**config.mk**
```make
export PLATFORM = sky130hd
export DESIGN_NAME = serial_cmd_rx
export DESIGN_NICKNAME = d
export VERILOG_FILES = /design/src/rtl/cmd_rx_pkg.sv /design/src/rtl/cmd_rx_sync.sv /design/src/rtl/cmd_rx_shift.sv /design/src/rtl/cmd_rx_dout.sv /design/src/rtl/serial_cmd_rx.sv
export SDC_FILE = /design/constraint.sdc
export NUM_CORES = 1
export LEC_CHECK = 0
export ABC_AREA = 1
export BUFFER_PORTS_ARGS = -buffer_cell sky130_fd_sc_hd__buf_2
export CORE_AREA = 2 2 60 62
export DETAILED_ROUTE_END_ITERATION = 6
export DIE_AREA = 0 0 62 64
export GPL_ROUTABILITY_DRIVEN = 0
export PLACE_DENSITY = 0.88
export SYNTH_ARGS = -nofsm -noshare
export SYNTH_HDL_FRONTEND = slang
export SYNTH_SLANG_ARGS = --single-unit
export TNS_END_PERCENT = 30
```
**constraint.sdc**
```tcl
create_clock -name clk -period 1.4 [get_ports clk]
set_input_delay 0.07 -clock clk [delete_from_list [all_inputs] [get_ports clk]]
set_output_delay 0.07 -clock clk [all_outputs]
set_load 0.005 [all_outputs]
```
**src/rtl/cmd_rx_pkg.sv**
```systemverilog
package cmd_rx_pkg;
  typedef enum logic {
    LAUNCH_FALL = 1'b0,
    LAUNCH_RISE = 1'b1
  } launch_e;

  typedef struct packed {
    logic rise;     // qualified serial clock rising edge
    logic fall;     // qualified serial clock falling edge
    logic cs_rise;  // select released
    logic cs_high;  // select level, synchronized
  } sclk_evt_t;
endpackage

```
**src/rtl/cmd_rx_sync.sv**
```systemverilog
module cmd_rx_sync #(
  parameter int unsigned W      = 3,
  parameter int unsigned STAGES = 2,
  parameter logic [W-1:0] RST_VAL = '0
) (
  input  logic         clk,
  input  logic         rst,
  input  logic [W-1:0] d_i,
  output logic [W-1:0] q_o
);
  logic [STAGES-1:0][W-1:0] stg_q;

  if (STAGES == 1) begin : g_single
    always_ff @(posedge clk) begin
      if (rst) stg_q[0] <= RST_VAL;
      else     stg_q[0] <= d_i;
    end
  end else begin : g_chain
    always_ff @(posedge clk) begin
      if (rst) stg_q <= {STAGES{RST_VAL}};
      else     stg_q <= {stg_q[STAGES-2:0], d_i};
    end
  end

  assign q_o = stg_q[STAGES-1];
endmodule

```
**src/rtl/cmd_rx_shift.sv**
```systemverilog
module cmd_rx_shift
  import cmd_rx_pkg::*;
#(
  parameter int unsigned WORD_W = 16
) (
  input  logic              clk,
  input  logic              rst,
  input  sclk_evt_t         evt_i,
  input  logic              din_i,
  output logic [WORD_W-1:0] sr_o,
  output logic [WORD_W-1:0] word_o,
  output logic              valid_o
);
  localparam int unsigned CNT_W = $clog2(WORD_W + 1);
  localparam logic [CNT_W-1:0] FULL = CNT_W'(WORD_W);

  logic [WORD_W-1:0] sr_q, word_q;
  logic [CNT_W-1:0]  cnt_q;
  logic              valid_q;

  always_ff @(posedge clk) begin
    if (rst) begin
      sr_q    <= '0;
      word_q  <= '0;
      cnt_q   <= '0;
      valid_q <= 1'b0;
    end else begin
      valid_q <= 1'b0;
      if (evt_i.cs_rise && cnt_q == FULL) begin
        valid_q <= 1'b1;
        word_q  <= sr_q;
      end
      if (evt_i.cs_high) begin
        cnt_q <= '0;
      end else if (evt_i.rise) begin
        sr_q <= {sr_q[WORD_W-2:0], din_i};
        if (cnt_q != FULL) cnt_q <= cnt_q + 1'b1;
      end
    end
  end

  assign sr_o    = sr_q;
  assign word_o  = word_q;
  assign valid_o = valid_q;
endmodule

```
**src/rtl/cmd_rx_dout.sv**
```systemverilog
module cmd_rx_dout
  import cmd_rx_pkg::*;
(
  input  logic    clk,
  input  logic    rst,
  input  launch_e mode_i,
  input  logic    fall_i,
  input  logic    msb_i,
  output logic    dout_o
);
  logic late_q;

  always_ff @(posedge clk) begin
    if (rst)         late_q <= 1'b0;
    else if (fall_i) late_q <= msb_i;
  end

  assign dout_o = (mode_i == LAUNCH_RISE) ? msb_i : late_q;
endmodule

```
**src/rtl/serial_cmd_rx.sv**
```systemverilog
module serial_cmd_rx
  import cmd_rx_pkg::*;
#(
  parameter int unsigned WORD_W      = 16,
  parameter int unsigned SYNC_STAGES = 2
) (
  input  logic              clk,
  input  logic              rst,
  input  logic              sclk_i,
  input  logic              din_i,
  input  logic              csn_i,
  input  logic              out_mode_i,
  output logic [WORD_W-1:0] word_o,
  output logic              word_valid_o,
  output logic              dout_o
);
  localparam int unsigned NSIG = 3;
  localparam logic [NSIG-1:0] IDLE = 3'b100; // {csn, din, sclk}

  logic [NSIG-1:0]   sync_s, prev_q;
  logic              sclk_s, din_s, csn_s;
  logic              sclk_rise, sclk_fall;
  logic [WORD_W-1:0] sr_q;
  sclk_evt_t         evt;

  cmd_rx_sync #(.W(NSIG), .STAGES(SYNC_STAGES), .RST_VAL(IDLE)) u_sync (
    .clk(clk), .rst(rst), .d_i({csn_i, din_i, sclk_i}), .q_o(sync_s)
  );

  always_ff @(posedge clk) begin
    if (rst) prev_q <= IDLE;
    else     prev_q <= sync_s;
  end

  assign {csn_s, din_s, sclk_s} = sync_s;
  assign sclk_rise   = sclk_s & ~prev_q[0] & ~csn_s;
  assign sclk_fall   = ~sclk_s & prev_q[0] & ~csn_s;
  assign evt.rise    = sclk_rise;
  assign evt.fall    = sclk_fall;
  assign evt.cs_rise = csn_s & ~prev_q[2];
  assign evt.cs_high = csn_s;

  cmd_rx_shift #(.WORD_W(WORD_W)) u_shift (
    .clk(clk), .rst(rst), .evt_i(evt), .din_i(din_s),
    .sr_o(sr_q), .word_o(word_o), .valid_o(word_valid_o)
  );

  cmd_rx_dout u_dout (
    .clk(clk), .rst(rst), .mode_i(launch_e'(out_mode_i)),
    .fall_i(sclk_fall), .msb_i(sr_q[WORD_W-1]), .dout_o(dout_o)
  );
endmodule

```
Yosys cells after proc, flatten, opt, wreduce, memory -nomap -nowiden
Index checks and enable logic that the tools add are counted.

Flip-flop bits (word level): 48. Input port bits: 6. Output and inout bits: 18. Logic and storage cells: 26.

$add $sub $neg: 1. Equality and inequality tests: 2. Muxes and demuxes: 2. Bitwise operators: 9. Reductions and logical operators: 4.

Operator list (count): $add A5 B1 Y5 const B (1); $and A1 B1 Y1 (5); $eq A5 B5 Y1 const B (1); $ne A5 B5 Y1 const B (1); $not A1 Y1 (4); $reduce_and A2 Y1 (2); $mux W1 (2); $reduce_or A2 Y1 (1); $logic_and A1 B1 Y1 (1).

Depth between registers and ports, before layout
Gate-level depths: netlist (run 1).

Depth after elaboration: 4. Mapped depth: 8. Mapped depth without buffers: 8.

Hierarchy
A second synthesis (run 1) with hierarchy kept.

Cell total of the unflattened synthesis: 277. Area total of the unflattened synthesis: 1974.4 sq um.

By module, submodules not included: cmd_rx_shift (instances 1, cells each 234, area each 1649.1 sq um, sequential area each 760.7 sq um); cmd_rx_sync (instances 1, cells each 22, area each 191.4 sq um, sequential area each 120.1 sq um); serial_cmd_rx (instances 1, cells each 12, area each 80.1 sq um, sequential area each 40.0 sq um); cmd_rx_dout (instances 1, cells each 9, area each 53.8 sq um, sequential area each 20.0 sq um).

Worst setup path before layout (run 1)
No wires, ideal clock.

Kind: reg2reg. Start point: register u_shift.cnt_q[0]. End point: register u_shift.word_q[0] (netlist: u_shift.word_o[0]). Library setup time: 0.131 ns. Arrival: 1.140 ns. Data required time: 1.269 ns. Slack: 0.129 ns. Cell stages (with the launch flop): 9. Buffers on the path: 1. Period minus slack after synthesis: 1.271 ns. Path through: dfxtp_1 > inv_1 > ha_1 > nand2_4 > nor2_8 > nand2_4 > buf_6 > nand2_1 > a21oi_2.

Cells in the longest elaborated chain, start to end: 2.

RTL lines: start, declared (RTL line cmd_rx_shift.sv:18) `logic [CNT_W-1:0] cnt_q;`; start signal, assigned (RTL line cmd_rx_shift.sv:37) `if (cnt_q != FULL) cnt_q <= cnt_q + 1'b1;`; $eq A5 B5 Y1 (RTL line cmd_rx_shift.sv:29) `if (evt_i.cs_rise && cnt_q == FULL) begin`; $logic_and A1 B1 Y1 (RTL line cmd_rx_shift.sv:29); end signal, assigned (RTL line cmd_rx_shift.sv:31) `word_q <= sr_q;`; end, declared (RTL line cmd_rx_shift.sv:17) `logic [WORD_W-1:0] sr_q, word_q;`.

Every way passes these cells. A chain may end at the register's enable or synchronous reset.

Worst setup path after layout (run 1)
Start point: register u_shift.cnt_q[0]. End point: register u_shift.word_q[2] (netlist: u_shift.word_o[2]).

Same word-level chain as after synthesis.

==> summary.txt, run 1 <==
Layout
  – Layout area overhead: 14.8%
  – Fill cells: 290
  – Share of layout cells above drive strength 1: 0.208
  – Antenna Cells: 0
  – Nets: between 200 and 300

Floorplanning
  – IO Pins: 24
  – Initial core utilization: 0.544
  – Die H: between 60 and 70 µm
  – Die ar.: between 3000 and 4000 µm²
  – # rows: 21
  – Core ar.: 3280 µm²
  – Die W: 62 µm

STA
  – Max Freq: 0.766 GHz
  – Final setup margin: approximately 0.094 ns
  – Final setup vio count: 0
  – Final hold violation count: 0
  – Final Max Tran Viols: 0
  – Rel. slew slack: 0.665
  – Setup TNS: 0 ns
  – Actual slew at the worst max-slew pin: roughly 0.50 ns
  – Fin crit period: around 1.3 ns
  – Clock skew: between 0.01 and 0.015 ns
  – Final period util: 0.933
  – RSZ-0062 raised after global routing: true

Clock tree
  – Worst skew pair latency: between 0.3 and 0.4 ns
  – Postcts setup bufs: 0
  – TritonCTS buffer count: 5
  – Root Buffer: clkbuf_4
  – CTS tree: yes
  – Sink Count: 47
  – Clk slew on worst S/H paths: around 0.12 ns
  – Max Root-Sink Buffers: 2
  – H-tree depth: 2

Route
  – First-pass DRT Iterations: 4
  – # DRC: 0
  – DRT iter0 DRCs: between 70 and 80
  – Via count: 1486
  – Routed Antenna Nets: 0
  – DRT Wirelength: ~3.3 mm
  – WL/cell: between 10 and 15 µm
  – DR vias/cell: about 5.0

Critical path
  – End point of the critical path: u_shift.word_o[2]
  – Setup crit end kind: register
  – Critical path class: reg -> reg
  – CP top delay family: simple AND/OR/NAND/NOR gates
  – Worst setup SP type: register
  – Reg2Reg Depth: 7
  – Levels on crit path: 7
  – CP max-delay cell: dfxtp_2
  – Reg2reg end: u_shift.word_o[2]
  – R2r startpoint: u_shift.cnt_q[0]
  – CP max stage delay: 0.36 ns
  – Top cell by count, worst path: nand2_4
  – Arr. time, crit path: between 1.5 and 2 ns
  – CP bufs+invs: 1
  – Critical Path RT: approximately 1.6 ns
  – Crit path cell chain: inv_1, ha_1, nand2_4, nor2_8, nand2_4, nand2_1, a21oi_1
  – Crit path max fanout: 17
  – R2r setup slk: 0.09 ns
  – Worst Setup SP: u_shift.cnt_q[0]

Yosys
  – Top-count cell post-synth: nand2_1
  – Post-synth EDFFs: 0
  – Yosys cell types: 20
  – Post-synthesis register bit count: 47
  – Synth Area per Inst: 8.08 µm²
  – Syn Inst Count: 221
  – Main synth FF type: dfxtp_1
  – Sequential area share after synthesis: 0.527
  – List of most frequent post-synthesis cells: nand2_1 (62), dfxtp_1 (47), a21oi_1 (33)
  – Syn_nets: ~230
  – Fraction of registers with async set/reset: 0
  – Leading post-synthesis cells by cell area: dfxtp_1 (53%), nand2_1 (13%), a21oi_1 (9.2%), nand3_1 (5.6%), nor2_1 (3.4%)
  – Mapped Area: roughly 1800 µm²
  – Cell taking the most area after synthesis: dfxtp_1
  – Synth Warn #: 0
  – Share of the synthesized area in the top cell type: 0.527

Global routing
  – Global-route wire length before repair: ~5.6 mm
  – Total grt overflow: 0
  – GRT Overall Usage: 0.193
  – Vias in the first global route: between 1000 and 1500
  – Largest net degree at the start of global routing: 30
  – Number of antenna violations at the first check in global routing: 0

Power and ir drop
  – VDD IR max: just over 0.6 mV
  – PwrDens: approximately 1000 nW/µm²
  – Leak: between 0.7 and 0.8 nW
  – Total power: ~0.0020 W

Placed design
  – IO Port Bufs: 23
  – Dpl hpwl: 2.30 mm
  – Setup WS pre-CTS: ~0.090 ns

Flow run
  – Max_cap viols: 0

Status
  – Status: finished clean

Min path
  – Hold Crit Class: in -> reg
## how the worst min path moves through the flow
stage | startpoint | end | slack (ns) | cells past startpoint
floorplan | csn_i | u_sync.stg_q[2] | 0.17 | 1
global placement | csn_i | u_sync.stg_q[2] | 0.26 | 2
detailed placement | csn_i | u_sync.stg_q[2] | 0.26 | 2
CTS | rst | u_sync.stg_q[0] | 0.14 | 2
global route | rst | u_shift.word_o[7] | 0.17 | 2
finish | rst | u_sync.stg_q[1] | 0.15 | 2
## logic make-up after synthesis
logic type	synth area share
AOI/OAI and AO/OA	0.113
adders and majority gates	0.0140
buffers and inverters	0.0665
DFF	0.527
and+or+nand+nor	0.279
## flip-flops by register name, summed over array words and instances, names as in the netlist
register and count:
u_dout.late_q 1, prev_q 2, u_shift.sr_o 16, u_shift.word_o 16, u_shift.cnt_q 5, u_shift.valid_o 1
u_sync.q_o 3, u_sync.stg_q 3
## cells in the final DEF (no fill, tap or decap), drive strengths merged
cell type    Yosys  final
a21oi           35     35
buf              6     29
clkbuf           4      5
clkinv           0      2
dfxtp           47     47
dlygate4sd3      0      3
ha               2      2
inv             15     15
nand2           65     65
nand3           20     20
nand3b           1      1
nand4            1      1
nor2            19     19
o21ai            4      4
or2              2      2
## worst register-to-register path: stages, from the launching register on
cell,delay [ns]
dfxtp_2,0.36
inv_1,0.07
ha_1,0.19
nand2_4,0.08
nor2_8,0.16
nand2_4,0.15
nand2_1,0.10
a21oi_1,0.06
## power breakdown
group	leakage (nW)	total, W	internal [W]	switching, W
combinational	0.376	0.0000613	0.0000237	0.0000376
clock	0.0310	0.000599	0.000187	0.000412
sequential	0.381	0.00135	0.00135	0.00000510
## metal layers
layer / up-vias / global-route usage / routed length (µm)
met2: 40 / 0.301 / 1520
li1: 767 / - / -
met5: - / 0 / 0
met1: 670 / 0.225 / 1490
met3: 9 / 0.0547 / 219
met4: 0 / 0.120 / 87
## per-stage QoR
stage	hold slack, ns	std cells	util	area (µm²)
6_report	0.146	296	0.624	2050
5_1_grt	0.169	296	0.624	2050
4_1_cts	0.144	296	0.624	2050
3_5_place_dp	0.257	286	0.599	1970
3_3_place_gp	0.261	286	0.599	1970
2_1_floorplan	0.174	221	-	1790
## area by class of cell
class	count	area [µm²]	share of cell area
tap	46	57.6	0.0281
multi-input combinational	149	727	0.354
timing repair buffer	32	215	0.105
sequential	47	943	0.460
inverter	15	56.3	0.0275
clock buffer	5	37.5	0.0183
clock inverter	2	13.8	0.00671
## what timing repair did
action | in CTS | in global routing
hold buffers | 3 | 0
hold endpoints to repair | 3 | 0
resized for setup | 0 | 4
endpoints found under the setup margin | 0 | 13
No activity file was read; power rests on OpenSTA's default activity.
==> run 2: changes to the inputs <==
--- a/config.mk
+++ b/config.mk
@@ -12,6 +12,7 @@
 export DIE_AREA = 0 0 62 64
 export GPL_ROUTABILITY_DRIVEN = 0
 export PLACE_DENSITY = 0.88
+export SETUP_SLACK_MARGIN = 0.15
 export SYNTH_ARGS = -nofsm -noshare
 export SYNTH_HDL_FRONTEND = slang
 export SYNTH_SLANG_ARGS = --single-unit
==> run 2 against run 1 <==
Clock skew grew 0.0076 ns; die area is the same; global-route usage grew 1.6 points.
==> summary.txt, run 2 (synthesis gave the netlist of run 1 again) <==
Floorplanning
  – Core ar.: 3280 µm² (unchanged)
  – Initial core utilization: 0.544 (unchanged)
  – Die H: 64 µm (unchanged)
  – Die W: 62 µm (unchanged)
  – IO Pins: 24 (unchanged)
  – # rows: 21 (unchanged)
  – Die ar.: 3970 µm² (unchanged)

Critical path
  – Levels on crit path: 7 (unchanged)
  – CP top delay family: flip-flops (was simple AND/OR/NAND/NOR gates)
  – R2r setup slk: 0.16 ns (was 0.09 ns)
  – Crit path cell chain: inv_2, ha_4, nand2_4, nor2_8, buf_6, nand3_2, a21oi_2 (was inv_1, ha_1, nand2_4, nor2_8, nand2_4, nand2_1, a21oi_1)
  – CP bufs+invs: 2 (was 1)
  – Arr. time, crit path: 1.54 ns (about the same)
  – Setup crit end kind: register (unchanged)
  – Worst Setup SP: u_shift.cnt_q[0] (unchanged)
  – CP max-delay cell: dfxtp_2 (unchanged)
  – Reg2Reg Depth: 7 (unchanged)
  – Worst setup SP type: register (unchanged)
  – End point of the critical path: u_shift.word_o[0] (was u_shift.word_o[2])
  – R2r startpoint: u_shift.cnt_q[0] (unchanged)
  – Critical path class: reg -> reg (unchanged)
  – Critical Path RT: 1.70 ns (was 1.63 ns)
  – CP max stage delay: 0.35 ns (was 0.36 ns)
  – Reg2reg end: u_shift.word_o[0] (was u_shift.word_o[2])
  – Crit path max fanout: 6 (was 17)

Route
  – Met1 wire length: 1.63 mm (was 1.49 mm)
  – DR vias/cell: 5.17 (was 5.02)
  – # DRC: 0 (unchanged)
  – DRT iter0 DRCs: 106 (was 73)
  – Met3 Wirelength: 207 µm (was 219 µm)
  – Via count: 1577 (was 1486)
  – Routed Antenna Nets: 0 (unchanged)
  – WL/cell: 12.6 µm (was 11.2 µm)
  – DRT Wirelength: 3.84 mm (was 3.32 mm)
  – First-pass DRT Iterations: 5 (was 4)
  – Metal2 WL: 1.94 mm (was 1.52 mm)
  – Uppermost layer routed: met4 (unchanged)

Power and ir drop
  – PwrDens: 1090 nW/µm² (was 981 nW/µm²)
  – Leak: 0.866 nW (was 0.788 nW)
  – VDD IR max: 1.06 mV (was 0.604 mV)

Min path
  – Hold Crit Class: in -> reg (unchanged)

Layout
  – Nets: 266 (was 258)
  – Fill cells: 267 (was 290)
  – Layout area overhead: 24.0% (was 14.8%)
  – Most common cell after layout, fill and taps aside: nand2_1 (unchanged)
  – Antenna Cells: 0 (unchanged)
  – Share of layout cells above drive strength 1: 0.274 (was 0.208)
  – Most frequent cells in the layout: nand2_1 (62), dfxtp_1 (43), a21oi_1 (31), buf_2 (23), nand3_1 (18) (was nand2_1 (62), dfxtp_1 (45), a21oi_1 (33), buf_2 (23), nand3_1 (20))
  – Post-route insts no fill: 305 (was 296)

Global routing
  – Total grt overflow: 0 (unchanged)
  – Global-route wire length before repair: 6.18 mm (was 5.61 mm)
  – Number of antenna violations at the first check in global routing: 0 (unchanged)
  – GRT Overall Usage: 0.209 (was 0.193)
  – Vias in the first global route: 1490 (was 1359)
  – Largest net degree at the start of global routing: 24 (was 30)

Clock tree
  – Max Root-Sink Buffers: 2 (unchanged)
  – Worst skew pair latency: 0.37 ns (about the same)
  – TritonCTS buffer count: 5 (unchanged)
  – CTS tree: yes (unchanged)
  – Sink Count: 47 (unchanged)
  – H-tree depth: 2 (unchanged)
  – Clk slew on worst S/H paths: 0.14 ns (was 0.12 ns)
  – Root Buffer: clkbuf_4 (unchanged)

STA
  – Final setup margin: 0.160 ns (was 0.0942 ns)
  – Final period util: 0.885 (was 0.933)
  – Setup TNS: 0 ns (unchanged)
  – RSZ-0062 raised after global routing: true (unchanged)
  – Final setup vio count: 0 (unchanged)
  – Fin crit period: 1.24 ns (was 1.31 ns)
  – Actual slew at the worst max-slew pin: 0.417 ns (was 0.502 ns)
  – Final Max Tran Viols: 0 (unchanged)
  – Final hold violation count: 0 (unchanged)
  – Rel. slew slack: 0.722 (was 0.665)
  – Max Freq: 0.807 GHz (was 0.766 GHz)
  – Hold_ws: 0.111 ns (was 0.146 ns)
  – Clock skew: 0.0196 ns (was 0.0120 ns)

Placed design
  – IO Port Bufs: 23 (unchanged)
  – Inst Count DP: 287 (was 286)
  – Dpl hpwl: 2.34 mm (was 2.30 mm)
  – Setup WS pre-CTS: 0.0769 ns (was 0.0905 ns)

Status
  – Status: finished clean (unchanged)

Flow run
  – Max_cap viols: 0 (unchanged)
==> run 2: repair_timing <==
item                                    CTS  global route
cloned                                    0             0
endpoints found under the setup margin   20            19
hold buffers                              3             0
gates resized for setup                  12             8
hold endpoints to repair                  3             0
buffers inserted                          4             3
pin swaps                                 6             6
==> run 2: per-stage QoR <==
stage / cell area (µm²) / total power, W / utilization
5_1_grt: 2220 / 0.00249 / 0.675
2_1_floorplan: 1790 / 0.00142 / -
3_5_place_dp: 1950 / 0.00143 / 0.594
3_3_place_gp: 1950 / 0.00143 / 0.594
4_1_cts: 2160 / 0.00242 / 0.659
6_report: 2220 / 0.00242 / 0.675
==> run 2: report_power, final <==
part | switching, W | internal (W) | leakage (nW) | total, W
clock network | 0.000445 | 0.000555 | 0.0514 | 0.00100
registers | 0.00000582 | 0.00135 | 0.382 | 0.00135
logic | 0.0000404 | 0.0000242 | 0.433 | 0.0000646
total | 0.000492 | 0.00193 | 0.866 | 0.00242
==> run 2: how the worst min path moves through the flow <==
stage | start | end | slack [ns] | cells after the start
6_report | rst | u_sync.stg_q[1] | 0.11 | 2
3_5_place_dp | csn_i | u_sync.stg_q[2] | 0.26 | 2
3_3_place_gp | csn_i | u_sync.stg_q[2] | 0.26 | 2
4_1_cts | rst | u_shift.valid_o | 0.11 | 2
2_1_floorplan | csn_i | u_sync.stg_q[2] | 0.17 | 1
5_1_grt | rst | u_sync.q_o[1] | 0.13 | 2
==> run 2: final cells by class <==
| class | count | area (µm²) | share of cell area |
|---|---|---|---|
| timing repair buffer | 40 | 262 | 0.118 |
| clock inverter | 3 | 67.6 | 0.0305 |
| tap | 46 | 57.6 | 0.0260 |
| inverter | 15 | 56.3 | 0.0254 |
| clock buffer | 5 | 37.5 | 0.0169 |
| multi-input combinational | 149 | 790 | 0.356 |
| sequential | 47 | 946 | 0.427 |
==> run 2: metal layers <==
metal	track usage	vias up
li1	-	783
met1	0.234	733
met2	0.349	54
met3	0.0729	7
met4	0.0824	0
met5	0	-
==> run 3: changes to the inputs <==
--- a/config.mk
+++ b/config.mk
@@ -7,11 +7,11 @@
 export LEC_CHECK = 0
 export ABC_AREA = 1
 export BUFFER_PORTS_ARGS = -buffer_cell sky130_fd_sc_hd__buf_2
-export CORE_AREA = 2 2 60 62
+export CORE_AREA = 2 2 67 69
 export DETAILED_ROUTE_END_ITERATION = 6
-export DIE_AREA = 0 0 62 64
+export DIE_AREA = 0 0 69 71
 export GPL_ROUTABILITY_DRIVEN = 0
-export PLACE_DENSITY = 0.88
+export PLACE_DENSITY = 0.74
 export SETUP_SLACK_MARGIN = 0.15
 export SYNTH_ARGS = -nofsm -noshare
 export SYNTH_HDL_FRONTEND = slang
==> run 3 against run 2 <==
Die area is 23% higher; highest routed layer unchanged; final area decreased by 0.11%; first-iteration DRC count down 25%; largest cell class unchanged; largest power group unchanged; sequential share of layout area is 0.065 points lower; count of clock-buffer cells in the layout rose by 2; flip-flop and latch count unchanged; routed wire length down 6.5%; sequential power about the same; non-clock buffer count grew 1; clock skew decreased by 0.013 ns.
==> summary.txt, run 3 (synthesis gave the netlist of run 1 again) <==
Status
  – Status: finished clean (unchanged)

Route
  – DRT iter0 DRCs: 80 (was 106)
  – DRT Wirelength: 3.59 mm (was 3.84 mm)
  – Routed Antenna Nets: 0 (unchanged)
  – DR vias/cell: 4.74 (was 5.17)
  – Met1 wire length: 1.70 mm (was 1.63 mm)
  – # DRC: 0 (unchanged)
  – Via count: 1485 (was 1577)
  – First-pass DRT Iterations: 4 (was 5)
  – Metal2 WL: 1.64 mm (was 1.94 mm)
  – Met3 Wirelength: 175 µm (was 207 µm)
  – Uppermost layer routed: met4 (unchanged)
  – WL/cell: 11.5 µm (was 12.6 µm)

Floorplanning
  – Initial core utilization: 0.425 (was 0.544)
  – Die ar.: 4900 µm² (was 3970 µm²)
  – IO Pins: 24 (unchanged)
  – Core ar.: 4200 µm² (was 3280 µm²)
  – # rows: 24 (was 21)
  – Die W: 69 µm (was 62 µm)
  – Die H: 71 µm (was 64 µm)

Global routing
  – Global-route wire length before repair: 6.01 mm (was 6.18 mm)
  – Vias in the first global route: 1394 (was 1490)
  – Largest net degree at the start of global routing: 26 (was 24)
  – Number of antenna violations at the first check in global routing: 0 (unchanged)
  – GRT Overall Usage: 0.151 (was 0.209)
  – Total grt overflow: 0 (unchanged)

Clock tree
  – Root Buffer: clkbuf_8 (was clkbuf_4)
  – H-tree depth: 2 (unchanged)
  – Max Root-Sink Buffers: 2 (unchanged)
  – Sink Count: 47 (unchanged)
  – Worst skew pair latency: 0.29 ns (was 0.37 ns)
  – Clk slew on worst S/H paths: 0.08 ns (was 0.14 ns)
  – CTS tree: yes (unchanged)
  – TritonCTS buffer count: 5 (unchanged)

Critical path
  – Worst Setup SP: u_shift.cnt_q[1] (was u_shift.cnt_q[0])
  – Crit path max fanout: 9 (was 6)
  – R2r startpoint: u_shift.cnt_q[1] (was u_shift.cnt_q[0])
  – Crit path cell chain: inv_2, ha_4, nand2_4, nor2_8, buf_12, nand2_8, nand2_1, a21oi_2 (was inv_2, ha_4, nand2_4, nor2_8, buf_6, nand3_2, a21oi_2)
  – Setup crit end kind: register (unchanged)
  – Worst setup SP type: register (unchanged)
  – CP max stage delay: 0.33 ns (was 0.35 ns)
  – Critical path class: reg -> reg (unchanged)
  – R2r setup slk: 0.16 ns (about the same)
  – Arr. time, crit path: 1.41 ns (was 1.54 ns)
  – Critical Path RT: 1.57 ns (was 1.70 ns)
  – CP max-delay cell: dfxtp_2 (unchanged)

Flow run
  – Max_cap viols: 0 (unchanged)

STA
  – Final hold violation count: 0 (unchanged)
  – Rel. slew slack: 0.681 (was 0.722)
  – Final setup margin: 0.161 ns (was 0.160 ns)
  – Fin crit period: 1.24 ns (about the same)
  – Final Max Tran Viols: 0 (unchanged)
  – Final period util: 0.885 (about the same)
  – Clock skew: 0.00686 ns (was 0.0196 ns)
  – Actual slew at the worst max-slew pin: 0.479 ns (was 0.417 ns)
  – Hold_ws: 0.209 ns (was 0.111 ns)
  – Final setup vio count: 0 (unchanged)
  – RSZ-0062 raised after global routing: true (unchanged)
  – Max Freq: 0.807 GHz (about the same)
  – Setup TNS: 0 ns (unchanged)

Layout
  – Fill cells: 418 (was 267)
  – Footprint of the multi-input gates: 782 µm² (was 790 µm²)
  – Most frequent cells in the layout: nand2_1 (60), dfxtp_1 (45), a21oi_1 (31), buf_2 (23), nand3_1 (18) (was nand2_1 (62), dfxtp_1 (43), a21oi_1 (31), buf_2 (23), nand3_1 (18))
  – Final instance area: 2210 µm² (was 2220 µm²)
  – Storage cell area: 943 µm² (was 946 µm²)
  – Most common cell after layout, fill and taps aside: nand2_1 (unchanged)
  – Antenna Cells: 0 (unchanged)
  – Share of layout cells above drive strength 1: 0.268 (was 0.274)
  – Layout area overhead: 23.9% (was 24.0%)
  – Nets: 268 (was 266)

Power and ir drop
  – Leak: 0.854 nW (was 0.866 nW)
  – PwrDens: 982 nW/µm² (was 1090 nW/µm²)
  – VDD IR max: 0.841 mV (was 1.06 mV)

Placed design
  – IO Port Bufs: 23 (unchanged)
  – Dpl hpwl: 2.28 mm (was 2.34 mm)
  – Dpl cell area: 1960 µm² (was 1950 µm²)
  – Setup WS pre-CTS: 0.0883 ns (was 0.0769 ns)

Min path
  – HP Start: rst (unchanged)
  – Hold Crit Class: in -> reg (unchanged)
[run 3: worst paths after layout]
kind / cells after the start / endpoint
worst min register to register: 2 / u_sync.q_o[1]
worst min-delay path: 2 / u_sync.stg_q[0]
worst max-delay path: 8 / u_shift.word_o[5]
worst max register to register: 8 / u_shift.word_o[5]
[run 3: report_power, final]
group	total (W)	switching, W	internal [W]
Clock	0.000757	0.000407	0.000350
Combinational	0.0000668	0.0000416	0.0000252
Sequential	0.00135	0.00000493	0.00135
[run 3: worst max-delay path, delay by kind of cell, from the launching register on]
kind            cells  cell delay [ns]
buf+inv             2             0.20
fa+ha+maj           1             0.13
simple gates        4             0.38
flops               1             0.33
compound gates      1             0.06
[run 3: final cells by class]
type                    count  area share
clock buffers               7      0.0345
clock inverters             1     0.00226
inverters                  15      0.0254
multi-input cells         150       0.353
flip-flops and latches     47       0.426
well taps                  52      0.0294
repair buffers             41       0.129
[run 3: routing by layer]
layer	track usage	vias up
li1	-	782
met1	0.191	659
met2	0.241	37
met3	0.0356	7
met4	0.0806	0
met5	0	-
[run 3: repair_timing]
| action | in CTS | in global routing |
|---|---|---|
| buffers inserted | 2 | 5 |
| hold buffers | 3 | 0 |
| pin swaps | 7 | 2 |
| endpoints found under the setup margin | 19 | 26 |
| endpoints found under the hold margin | 3 | 0 |
| gates resized for setup | 13 | 6 |
| cloned | 1 | 0 |
[run 3: stage by stage]
stage	power [W]	std cells	utilization
2_1_floorplan	0.00142	221	-
3_3_place_gp	0.00144	294	0.467
3_5_place_dp	0.00144	294	0.467
4_1_cts	0.00220	308	0.512
5_1_grt	0.00226	313	0.526
6_report	0.00217	313	0.526
